**src/rtl/tagspill_pkg.sv**
```systemverilog
`timescale 1ns/1ps
package tagspill_pkg;

   typedef enum logic [2:0] {
      TS_NOP   = 3'd0,
      TS_SET   = 3'd1,
      TS_LOAD  = 3'd2,
      TS_STORE = 3'd3,
      TS_SPILL = 3'd4,
      TS_FILL  = 3'd5
   } ts_op_e;

   typedef struct packed {
      logic set;
      logic load;
      logic store;
      logic spill;
      logic fill;
   } ts_strobe_t;

endpackage

```
**src/rtl/tagspill_decode.sv**
```systemverilog
`timescale 1ns/1ps
module tagspill_decode
   import tagspill_pkg::*;
#(
   parameter int ADDR_W = 16,
   parameter int IDX_LO = 3,
   parameter int IDX_W  = 6
) (
   input  logic [2:0]        op_code,
   input  logic [ADDR_W-1:0] op_addr,
   output ts_strobe_t        strobe,
   output logic [IDX_W-1:0]  idx,
   output logic              misalign
);

   if (IDX_LO < 1) begin : g_bad_lo
      $error("IDX_LO must be at least 1");
   end
   if (ADDR_W < IDX_LO + IDX_W) begin : g_bad_addr
      $error("ADDR_W too narrow for the tag index field");
   end

   always_comb begin
      strobe = '0;
      case (op_code)
         TS_SET:   strobe.set   = 1'b1;
         TS_LOAD:  strobe.load  = 1'b1;
         TS_STORE: strobe.store = 1'b1;
         TS_SPILL: strobe.spill = 1'b1;
         TS_FILL:  strobe.fill  = 1'b1;
         default:  strobe = '0;
      endcase
   end

   assign idx      = op_addr[IDX_LO +: IDX_W];
   assign misalign = (strobe.spill | strobe.fill) & (|op_addr[IDX_LO-1:0]);

endmodule

```
**src/rtl/tagspill_regfile.sv**
```systemverilog
`timescale 1ns/1ps
module tagspill_regfile #(
   parameter int NREGS     = 8,
   parameter int DATA_W    = 64,
   parameter bit ZERO_REG0 = 1'b1,
   localparam int RAW      = $clog2(NREGS)
) (
   input  logic              clk,
   input  logic              rst_n,
   input  logic              we,
   input  logic [RAW-1:0]    waddr,
   input  logic [DATA_W-1:0] wdata,
   input  logic              wtag,
   input  logic [RAW-1:0]    raddr_a,
   output logic [DATA_W-1:0] rdata_a,
   output logic              rtag_a,
   input  logic [RAW-1:0]    raddr_b,
   output logic [DATA_W-1:0] rdata_b,
   output logic              rtag_b
);

   if (NREGS < 2 || (NREGS & (NREGS - 1)) != 0) begin : g_bad_nregs
      $error("NREGS must be a power of two, at least 2");
   end

   logic [NREGS-1:0][DATA_W-1:0] val_w;
   logic [NREGS-1:0]             tag_w;

   for (genvar g = 0; g < NREGS; g++) begin : g_reg
      if (g == 0 && ZERO_REG0) begin : g_hard_zero
         assign val_w[g] = '0;
         assign tag_w[g] = 1'b0;
      end else begin : g_store
         logic [DATA_W-1:0] q_val;
         logic              q_tag;
         always_ff @(posedge clk or negedge rst_n) begin
            if (!rst_n) begin
               q_val <= '0;
               q_tag <= 1'b0;
            end else if (we && waddr == RAW'(g)) begin
               q_val <= wdata;
               q_tag <= wtag;
            end
         end
         assign val_w[g] = q_val;
         assign tag_w[g] = q_tag;
      end
   end

   assign rdata_a = val_w[raddr_a];
   assign rtag_a  = tag_w[raddr_a];
   assign rdata_b = val_w[raddr_b];
   assign rtag_b  = tag_w[raddr_b];

   // a write to a storing register lands with its value and tag
   p_write_lands_r10: assert property (@(posedge clk) disable iff (!rst_n)
      (we && (waddr != '0 || !ZERO_REG0)) |=>
         (val_w[$past(waddr)] == $past(wdata) && tag_w[$past(waddr)] == $past(wtag)));

   // register 0 never changes when hardwired
   p_zero_stays_r9: assert property (@(posedge clk) disable iff (!rst_n)
      (ZERO_REG0 && we && waddr == '0) |=> (val_w[0] == '0 && !tag_w[0]));

endmodule

```
**src/rtl/tagspill_collect.sv**
```systemverilog
`timescale 1ns/1ps
module tagspill_collect #(
   parameter int COLL_W = 64,
   localparam int IDX_W = $clog2(COLL_W)
) (
   input  logic              clk,
   input  logic              rst_n,
   input  logic              sw_we,
   input  logic [COLL_W-1:0] sw_wdata,
   input  logic              sp_we,
   input  logic [IDX_W-1:0]  sp_idx,
   input  logic              sp_tag,
   input  logic [IDX_W-1:0]  rd_idx,
   output logic [COLL_W-1:0] q,
   output logic              rd_bit
);

   if (COLL_W < 2 || (COLL_W & (COLL_W - 1)) != 0) begin : g_bad_coll
      $error("COLL_W must be a power of two, at least 2");
   end

   for (genvar b = 0; b < COLL_W; b++) begin : g_bit
      logic hit;
      assign hit = sp_we && (sp_idx == IDX_W'(b));
      always_ff @(posedge clk or negedge rst_n) begin
         if (!rst_n)      q[b] <= 1'b0;
         else if (hit)    q[b] <= sp_tag;
         else if (sw_we)  q[b] <= sw_wdata[b];
      end
   end

   assign rd_bit = q[rd_idx];

   // the addressed bit takes the spilled tag
   p_spill_bit_r2: assert property (@(posedge clk) disable iff (!rst_n)
      sp_we |=> (q[$past(sp_idx)] == $past(sp_tag)));

   // without a software write, a spill disturbs no other bit
   p_spill_only_one_r2: assert property (@(posedge clk) disable iff (!rst_n)
      (sp_we && !sw_we) |=>
         (((q ^ $past(q)) & ~(COLL_W'(1) << $past(sp_idx))) == '0));

   // no spill and no software write leaves the register stable
   p_hold_r8: assert property (@(posedge clk) disable iff (!rst_n)
      (!sp_we && !sw_we) |=> $stable(q));

   // a lone software write loads the whole register
   p_sw_write_r6: assert property (@(posedge clk) disable iff (!rst_n)
      (sw_we && !sp_we) |=> (q == $past(sw_wdata)));

   // on a collision the other bits come from the software value
   p_collide_r7: assert property (@(posedge clk) disable iff (!rst_n)
      (sw_we && sp_we) |=>
         ((q & ~(COLL_W'(1) << $past(sp_idx))) ==
          ($past(sw_wdata) & ~(COLL_W'(1) << $past(sp_idx)))));

endmodule

```
**src/rtl/tagspill_unit.sv**
```systemverilog
`timescale 1ns/1ps
module tagspill_unit
   import tagspill_pkg::*;
#(
   parameter int NREGS     = 8,
   parameter int DATA_W    = 64,
   parameter int ADDR_W    = 16,
   parameter int COLL_W    = 64,
   parameter bit ZERO_REG0 = 1'b1,
   localparam int RAW      = $clog2(NREGS),
   localparam int IDX_W    = $clog2(COLL_W),
   localparam int IDX_LO   = $clog2(DATA_W / 8)
) (
   input  logic              clk,
   input  logic              rst_n,
   input  logic [2:0]        op_code,
   input  logic [RAW-1:0]    op_reg,
   input  logic [ADDR_W-1:0] op_addr,
   input  logic [DATA_W-1:0] op_wdata,
   input  logic              op_wtag,
   input  logic              coll_wr_en,
   input  logic [COLL_W-1:0] coll_wr_data,
   output logic [COLL_W-1:0] coll_rd_data,
   output logic              mem_wr_en,
   output logic [ADDR_W-1:0] mem_wr_addr,
   output logic [DATA_W-1:0] mem_wr_data,
   output logic              mem_rd_en,
   output logic [ADDR_W-1:0] mem_rd_addr,
   input  logic [DATA_W-1:0] mem_rd_data,
   input  logic [RAW-1:0]    obs_reg,
   output logic [DATA_W-1:0] obs_data,
   output logic              obs_tag,
   output logic              misalign_err
);

   if (DATA_W < 16 || (DATA_W % 8) != 0 || (DATA_W & (DATA_W - 1)) != 0) begin : g_bad_data
      $error("DATA_W must be a power-of-two byte multiple, at least 16");
   end

   ts_strobe_t        st;
   logic [IDX_W-1:0]  idx;
   logic [DATA_W-1:0] src_val;
   logic              src_tag;
   logic              coll_bit;
   logic              rf_we;
   logic [DATA_W-1:0] rf_wdata;
   logic              rf_wtag;

   tagspill_decode #(
      .ADDR_W (ADDR_W),
      .IDX_LO (IDX_LO),
      .IDX_W  (IDX_W)
   ) u_decode (
      .op_code  (op_code),
      .op_addr  (op_addr),
      .strobe   (st),
      .idx      (idx),
      .misalign (misalign_err)
   );

   always_comb begin
      rf_we    = st.set | st.load | st.fill;
      rf_wdata = st.set ? op_wdata : mem_rd_data;
      rf_wtag  = st.set ? op_wtag : (st.fill ? coll_bit : 1'b0);
   end

   tagspill_regfile #(
      .NREGS     (NREGS),
      .DATA_W    (DATA_W),
      .ZERO_REG0 (ZERO_REG0)
   ) u_regs (
      .clk     (clk),
      .rst_n   (rst_n),
      .we      (rf_we),
      .waddr   (op_reg),
      .wdata   (rf_wdata),
      .wtag    (rf_wtag),
      .raddr_a (op_reg),
      .rdata_a (src_val),
      .rtag_a  (src_tag),
      .raddr_b (obs_reg),
      .rdata_b (obs_data),
      .rtag_b  (obs_tag)
   );

   tagspill_collect #(
      .COLL_W (COLL_W)
   ) u_coll (
      .clk      (clk),
      .rst_n    (rst_n),
      .sw_we    (coll_wr_en),
      .sw_wdata (coll_wr_data),
      .sp_we    (st.spill),
      .sp_idx   (idx),
      .sp_tag   (src_tag),
      .rd_idx   (idx),
      .q        (coll_rd_data),
      .rd_bit   (coll_bit)
   );

   assign mem_wr_en   = st.store | st.spill;
   assign mem_wr_addr = op_addr;
   assign mem_wr_data = src_val;
   assign mem_rd_en   = st.load | st.fill;
   assign mem_rd_addr = op_addr;

   // spill opcode at the port drives the memory write
   p_spill_writes_r1: assert property (@(posedge clk) disable iff (!rst_n)
      (op_code == TS_SPILL) |-> (mem_wr_en && mem_wr_addr == op_addr));

   // fill opcode at the port drives the memory read
   p_fill_reads_r3: assert property (@(posedge clk) disable iff (!rst_n)
      (op_code == TS_FILL) |-> (mem_rd_en && !mem_wr_en));

   // the alignment flag only rises for spill or fill
   p_misalign_scope_r5: assert property (@(posedge clk) disable iff (!rst_n)
      misalign_err |-> (op_code == TS_SPILL || op_code == TS_FILL));

   // observing register 0 shows zero
   p_obs_zero_r9: assert property (@(posedge clk) disable iff (!rst_n)
      (ZERO_REG0 && obs_reg == '0) |-> (obs_data == '0 && !obs_tag));

endmodule

```
**config.mk**
```make
export PLATFORM = sky130hd
export DESIGN_NAME = tagspill_unit
export DESIGN_NICKNAME = d
export VERILOG_FILES = /design/src/rtl/tagspill_pkg.sv /design/src/rtl/tagspill_decode.sv /design/src/rtl/tagspill_regfile.sv /design/src/rtl/tagspill_collect.sv /design/src/rtl/tagspill_unit.sv
export SDC_FILE = /design/constraint.sdc
export NUM_CORES = 1
export LEC_CHECK = 0
export ABC_CLOCK_PERIOD_IN_PS = 3730
export BUFFER_PORTS_ARGS = -buffer_cell sky130_fd_sc_hd__buf_2
export CAP_MARGIN = 20
export CORE_MARGIN = 4
export CORE_UTILIZATION = 47
export DETAILED_ROUTE_END_ITERATION = 8
export PLACE_DENSITY = 0.79
export SYNTH_ARGS = -nofsm -noshare
export SYNTH_HDL_FRONTEND = slang
export SYNTH_SLANG_ARGS = --single-unit
```
**constraint.sdc**
```tcl
create_clock -name clk -period 3.73 [get_ports clk]
set_input_delay 0.1865 -clock clk [delete_from_list [all_inputs] [get_ports clk]]
set_output_delay 0.1865 -clock clk [all_outputs]
set_load 0.02 [all_outputs]
```
* After elaboration in Yosys (flattened, before gate mapping)
Index checks and enable logic that the tools add are counted.
** Storage, ports and cells
- Flip-flop bits (word level) :: 519
- Input port bits :: 221
- Logic and storage cells :: 445
** Cells by class
- $lt $le $gt $ge :: 3
- Equality and inequality tests :: 75
- Multiplexer cells :: 146
- Bitwise logic cells :: 6
- Reductions and logical operators :: 137
** Operator list (number)
- binary-select mux 64 bit (select 3 bit) :: 2
- equality test 6 bit, second input constant :: 32
- 2-to-1 mux 64 bit :: 3
- 2-to-1 mux 1 bit :: 138
- nonzero test 2 bit :: 64
- equality test 6 x 5 -> 1 bit, second input constant :: 16
- logical AND 1 bit :: 71
- equality test 6 x 4 -> 1 bit, second input constant :: 8
- equality test 6 x 3 -> 1 bit, second input constant :: 4
- equality test 3 bit, second input constant :: 6
- equality test 3 x 2 -> 1 bit, second input constant :: 4
- equality test 6 x 2 -> 1 bit, second input constant :: 2
- less-than comparator 3 x 4 -> 1 bit, second input constant :: 2
- less-than comparator 6 x 7 -> 1 bit, second input constant :: 1
- binary-select mux 1 bit (select 3 bit) :: 2
- binary-select mux 1 bit (select 6 bit) :: 1
- equality test 3 x 1 -> 1 bit, second input constant :: 2
- equality test 6 x 1 -> 1 bit, second input constant :: 1
- zero test 6 bit :: 1
- bitwise OR 1 bit :: 5
- OR reduction 3 bit :: 1
- bitwise AND 1 bit :: 1

* Depth between registers and ports, before layout
- Word-level depth :: 5
- Depth in mapped cells :: 9
- Mapped depth without buffers :: 6

* Cells and area by module
A second synthesis with hierarchy kept.
** Unflattened totals
- Cell total of the unflattened synthesis :: 2281
- Area total of the unflattened synthesis :: 29550.8 sq um
** Modules (own cells, without submodules)
- tagspill_regfile :: instances 1, cells an instance 1738, area an instance 24363.4 sq um
- tagspill_collect :: instances 1, cells an instance 419, area an instance 3937.5 sq um
- tagspill_unit :: instances 1, cells an instance 109, area an instance 1153.6 sq um
- tagspill_decode :: instances 1, cells an instance 15, area an instance 96.3 sq um

* Worst setup path before layout
Ideal clock, no wire load.
- Kind :: input to output
- Start point :: input obs_reg[0]
- End point :: output obs_data[61]
- Arrival :: 2.040 ns
- Data required time :: 3.543 ns
- Slack :: 1.504 ns
- Stages on the path :: 6
- Buffers on the path :: 4
- Cell sequence :: clkbuf_1 clkbuf_1 clkbuf_1 buf_1 a22oi_1 o21ai_0
** Between the ends
- Cells in the longest elaborated chain, start to end :: 2
** Ends and longest elaborated chain
- start, declared :: RTL line tagspill_unit.sv:30 : input logic [RAW-1:0] obs_reg,
- binary-select mux 64 bit (select 3 bit) :: RTL line tagspill_regfile.sv:52 : assign rdata_b = val_w[raddr_b];
- 2-to-1 mux 64 bit (implied by the code) :: RTL line tagspill_regfile.sv:52
- end, declared :: RTL line tagspill_unit.sv:31 : output logic [DATA_W-1:0] obs_data,
No other way between the ends. The select of a mux whose other input is x is not followed.

* Worst setup path after layout
- Start point :: input op_reg[2]
- End point :: output mem_wr_data[17]
** Between the ends
- Cells in the longest elaborated chain, start to end :: 2
** Ends and longest elaborated chain
- start, declared :: RTL line tagspill_unit.sv:17 : input logic [RAW-1:0] op_reg,
- binary-select mux 64 bit (select 3 bit) :: RTL line tagspill_regfile.sv:50 : assign rdata_a = val_w[raddr_a];
- 2-to-1 mux 64 bit (implied by the code) :: RTL line tagspill_regfile.sv:50
- end, declared :: RTL line tagspill_unit.sv:26 : output logic [DATA_W-1:0] mem_wr_data,
No other way between the ends. The select of a mux whose other input is x is not followed.

==> results by stage <==
Detailed routing:
- The number of remaining DRC errors is 0.
- After the first detailed-routing iteration, the DRC count stood at 2288.
- The average wire per standard cell is 21.3 µm.
- The first detailed-routing pass ran for 8 iterations.
- Across all layers, the routed design uses 23500 vias.
- The remaining antenna violation count after routing is 0.
- Using the TritonRoute via totals, the vias-per-cell ratio works out to 6.06.
- The final layout contains routed wiring with a total length of 82700 µm.

Worst setup path:
- The critical path goes through buf_4 -> buf_4 -> o21ai_0 -> buf_2.
- Counting stages on the worst path, the most repeated cell is sky130_fd_sc_hd__buf_4.
- For this design, the slowest cell found on the critical path is sky130_fd_sc_hd__buf_4.
- STA classifies the critical path startpoint as an input port.
- The worst setup path is captured at a primary output.
- The required time at the worst-slack endpoint is 3.54 ns.
- The biggest fanout along the worst timing path is 92.
- The type of the worst setup path is in -> out.
- The critical path contains buffers and inverters numbering 3 combined.
- The signal arrival time at the worst endpoint is 2.32 ns.
- Grouping stages by cell kind, the critical path spends the most delay in buffers and inverters.
- The largest stage delay on the critical path is 0.92 ns.

Layout:
- Of the cells placed in the final design, the portion with a size suffix greater than 1 is 0.269.
- The final net count is 3291.
- The share of the core filled with cells in the final layout is 0.565.
- After the flow finishes, the layout carries non-filler instances totaling 3878.
- Relative to the synthesized area, the layout overhead comes to 18.2%.

Global routing:
- The first global-routing pass estimated 132000 µm of wire.
- Across every metal layer, demand over resource in global routing totals 0.257.
- The global-route congestion overflow total is 0.
- The maximum number of pins on one net before global-route repair is 106.
- The via count of the first global-routing pass was 24100.
- The initial antenna violation count came to 3.

CTS:
- At the later pin of the worst-skew pair, clock insertion delay measures 0.61 ns.
- The total CTS buffers is 55.
- The root buffer selected by CTS is sky130_fd_sc_hd__clkbuf_16.
- Post-CTS repair changed the size of 0 cells.
- The longest clock path from root to sink contains 3 buffers.
- The maximum level of the CTS H-tree is 2.
- TritonCTS built the clock tree.
- After clock tree synthesis, the clock-pin slew on the worst setup and hold paths is 0.06 ns.
- The tree built by TritonCTS fans out to 519 sinks.

Worst hold path:
- The worst hold path belongs to the class in -> reg.

Run:
- The total of max-cap violations is 0.

Die:
- The die is 251 µm wide.
- The die covers 0.0631 mm².
- Measured along the y axis, the die boundary spans 251 µm.
- The floorplan has 88 rows.
- The number of I/O pins is 449.
- After floorplanning, the core was sized to cover 0.0581 mm².
- For this configuration, the core starts out at a cell density of 0.478.

Synthesis:
- The count of warnings emitted by yosys is 0.
- The number of standard cells after synthesis is 2752.
- The netlist uses 34 different library cells.
- The synthesized net count is 2973.
- The portion of synthesized cell area occupied by the leading cell type is 0.467.
- The cell area after technology mapping is 0.0278 mm².
- The fraction of synthesis flops using an asynchronous set or reset pin is 1.00.
- By instance count, the leading cell after synthesis is sky130_fd_sc_hd__dfrtp_1.
- After synthesis, the cell types taking the most area are sky130_fd_sc_hd__dfrtp_1 47%, sky130_fd_sc_hd__mux4_2 11%, sky130_fd_sc_hd__o21ai_0 5.9%.
- The number of flops mapped to enable cells by yosys is 0.
- After synthesis, the most frequently instantiated cells are 519 x sky130_fd_sc_hd__dfrtp_1, 344 x sky130_fd_sc_hd__nand2_1, 327 x sky130_fd_sc_hd__o21ai_0.
- The cell taking the most area after synthesis is sky130_fd_sc_hd__dfrtp_1.
- In this run the mean area of a mapped cell was 10.1 µm².
- The share of the yosys chip area belonging to registers is 0.467.
- The synthesized flop and latch total is 519.
- For this run, the leading register cell type out of synthesis is sky130_fd_sc_hd__dfrtp_1.

Run status:
- The flow ran to the end, and the final reports show no timing, DRC or antenna violations.

Place:
- At the end of routability-driven placement, the weighted congestion stood at 0.876.
- OpenSTA, run right after detailed placement, puts the worst setup slack at 0.984 ns.
- Buffers placed on the I/O ports in this run total 427.
- The HPWL after detailed placement is 51100 µm.
- The placed cell count is 3711.

Timing:
- Setup repair after global routing left no endpoint under its margin.
- The post-route worst setup slack is 1.22 ns.
- Of the available clock period, the critical path in the final layout requires 0.673.
- The worst-case headroom to the max-slew limit is 0.267.
- The maximum clock frequency is 398 MHz.
- For the pin with the worst max-slew slack, the measured transition is 1.10 ns.
- Setup violations remaining at the end of the flow were counted as 0.
- Clock skew on the completed layout was measured at 0.00601 ns.
- The smallest hold slack is 0.0305 ns.
- The hold violation count in the final report is 0.
- The final setup TNS is 0 ns.
- The number of max-slew violations in the final report was 0.
- The clock period minus worst slack is 2.51 ns.

Power:
- The total power per unit cell area is 549 mW/mm².
- VDD sags by at most 0.000405 V.
- The total leakage power is 0.0143 µW.
==> path summary, 6_finish.rpt <==
| path | from | endpoint | slack [ns] | depth (start not counted) |
|---|---|---|---|---|
| max in group asynchronous | rst_n | u_regs.g_reg[1].g_store.q_val[36] | 2.45 | 3 |
| max reg2reg | u_coll.q[49] | u_regs.g_reg[3].g_store.q_tag | 1.43 | 6 |
| max | op_reg[2] | mem_wr_data[17] | 1.22 | 4 |
| min reg2reg | u_regs.g_reg[6].g_store.q_val[0] | u_regs.g_reg[6].g_store.q_val[0] | 0.49 | 2 |
| min in group asynchronous | rst_n | u_regs.g_reg[1].g_store.q_val[15] | 0.18 | 2 |
| min | mem_rd_data[43] | u_regs.g_reg[1].g_store.q_val[43] | 0.03 | 3 |
==> kinds of logic (layout without fill, tap and decap cells) <==
logic type,Yosys count,in the layout,synth area share
AND/OR/NAND/NOR,683,683,0.0993
flip-flops,519,519,0.467
other,0,2,0
AO/OA/AOI/OAI,794,794,0.165
buffers and inverters,339,698,0.0513
multiplexers,417,417,0.218
==> registers in the layout (all words and copies together) (netlist names) <==
signal	flops
u_coll.q	64
u_regs.g.g_store.q_tag	7
u_regs.g.g_store.q_val	448
==> worst reg2reg max path: cells and delay by family, from the launching register on <==
kind             cells  cell delay, ns
flip-flops           1            0.45
multiplexers         2            0.99
AND/OR/NAND/NOR      1            0.09
AO/OA/AOI/OAI        3            0.61
==> report_power, final <==
| part | switching [µW] | total (µW) | internal [µW] |
|---|---|---|---|
| sequential | 984 | 7880 | 6900 |
| combinational | 2510 | 4660 | 2150 |
| clock | 2310 | 5510 | 3200 |
==> placed cells by master (no fill, tap or decap), types with 2 or more instances in the layout <==
| cell type | count |
|---|---|
| sky130_fd_sc_hd__nor3_1 | 8 |
| sky130_fd_sc_hd__clkbuf_8 | 15 |
| sky130_fd_sc_hd__nand2b_1 | 11 |
| sky130_fd_sc_hd__mux4_2 | 137 |
| sky130_fd_sc_hd__buf_12 | 16 |
| sky130_fd_sc_hd__o21ai_0 | 327 |
| sky130_fd_sc_hd__a21oi_1 | 264 |
| sky130_fd_sc_hd__nor2_1 | 250 |
| sky130_fd_sc_hd__clkinv_2 | 7 |
| sky130_fd_sc_hd__a22oi_1 | 74 |
| sky130_fd_sc_hd__mux2_2 | 131 |
| sky130_fd_sc_hd__dfrtp_1 | 519 |
| sky130_fd_sc_hd__dlygate4sd3_1 | 66 |
| sky130_fd_sc_hd__inv_6 | 3 |
| sky130_fd_sc_hd__buf_2 | 419 |
| sky130_fd_sc_hd__nand3_1 | 10 |
| sky130_fd_sc_hd__a31oi_1 | 32 |
| sky130_fd_sc_hd__a221oi_1 | 93 |
| sky130_fd_sc_hd__bufinv_16 | 3 |
| sky130_fd_sc_hd__nand2_1 | 343 |
| sky130_fd_sc_hd__nor2b_1 | 40 |
| sky130_fd_sc_hd__nand4_1 | 2 |
| sky130_fd_sc_hd__clkbuf_1 | 14 |
| sky130_fd_sc_hd__mux2i_1 | 149 |
| sky130_fd_sc_hd__buf_6 | 3 |
| sky130_fd_sc_hd__nor2_4 | 3 |
| sky130_fd_sc_hd__inv_1 | 63 |
| sky130_fd_sc_hd__diode_2 | 2 |
| sky130_fd_sc_hd__buf_4 | 30 |
| sky130_fd_sc_hd__nor2b_4 | 2 |
| sky130_fd_sc_hd__clkbuf_16 | 56 |
==> per-stage QoR <==
stage          cell area, µm²  total power (µW)
3_3_place_gp            30400             12300
5_1_grt                 32900             19000
3_5_place_dp            30400             12500
4_1_cts                 32800             18100
2_1_floorplan           27800             11000
6_report                32900             18000
==> metal layers <==
metal / vias up / routed length [µm] / track usage
li1: 10500 / - / -
met1: 11600 / 32900 / 0.343
met2: 1139 / 40600 / 0.430
met3: 217 / 6210 / 0.0398
met4: 2 / 2950 / 0.0959
met5: - / 17 / 0
==> layout make-up <==
type / count / area (µm²)
fillers: 4888 / 25300
well taps: 765 / 957
inverters: 63 / 236
clock buffers: 83 / 1620
repair buffers: 537 / 3390
diodes: 2 / 5.00
multi-input cells: 1894 / 13500
flip-flops and latches: 519 / 13000
clock inverters: 15 / 179
==> repair_timing <==
| item | in CTS | in global routing |
|---|---|---|
| hold endpoints to repair | 150 | 0 |
| hold buffers | 66 | 0 |
| setup buffers | 0 | 0 |
| setup endpoints to repair | 0 | 0 |
No activity file was read; power rests on OpenSTA's default activity.
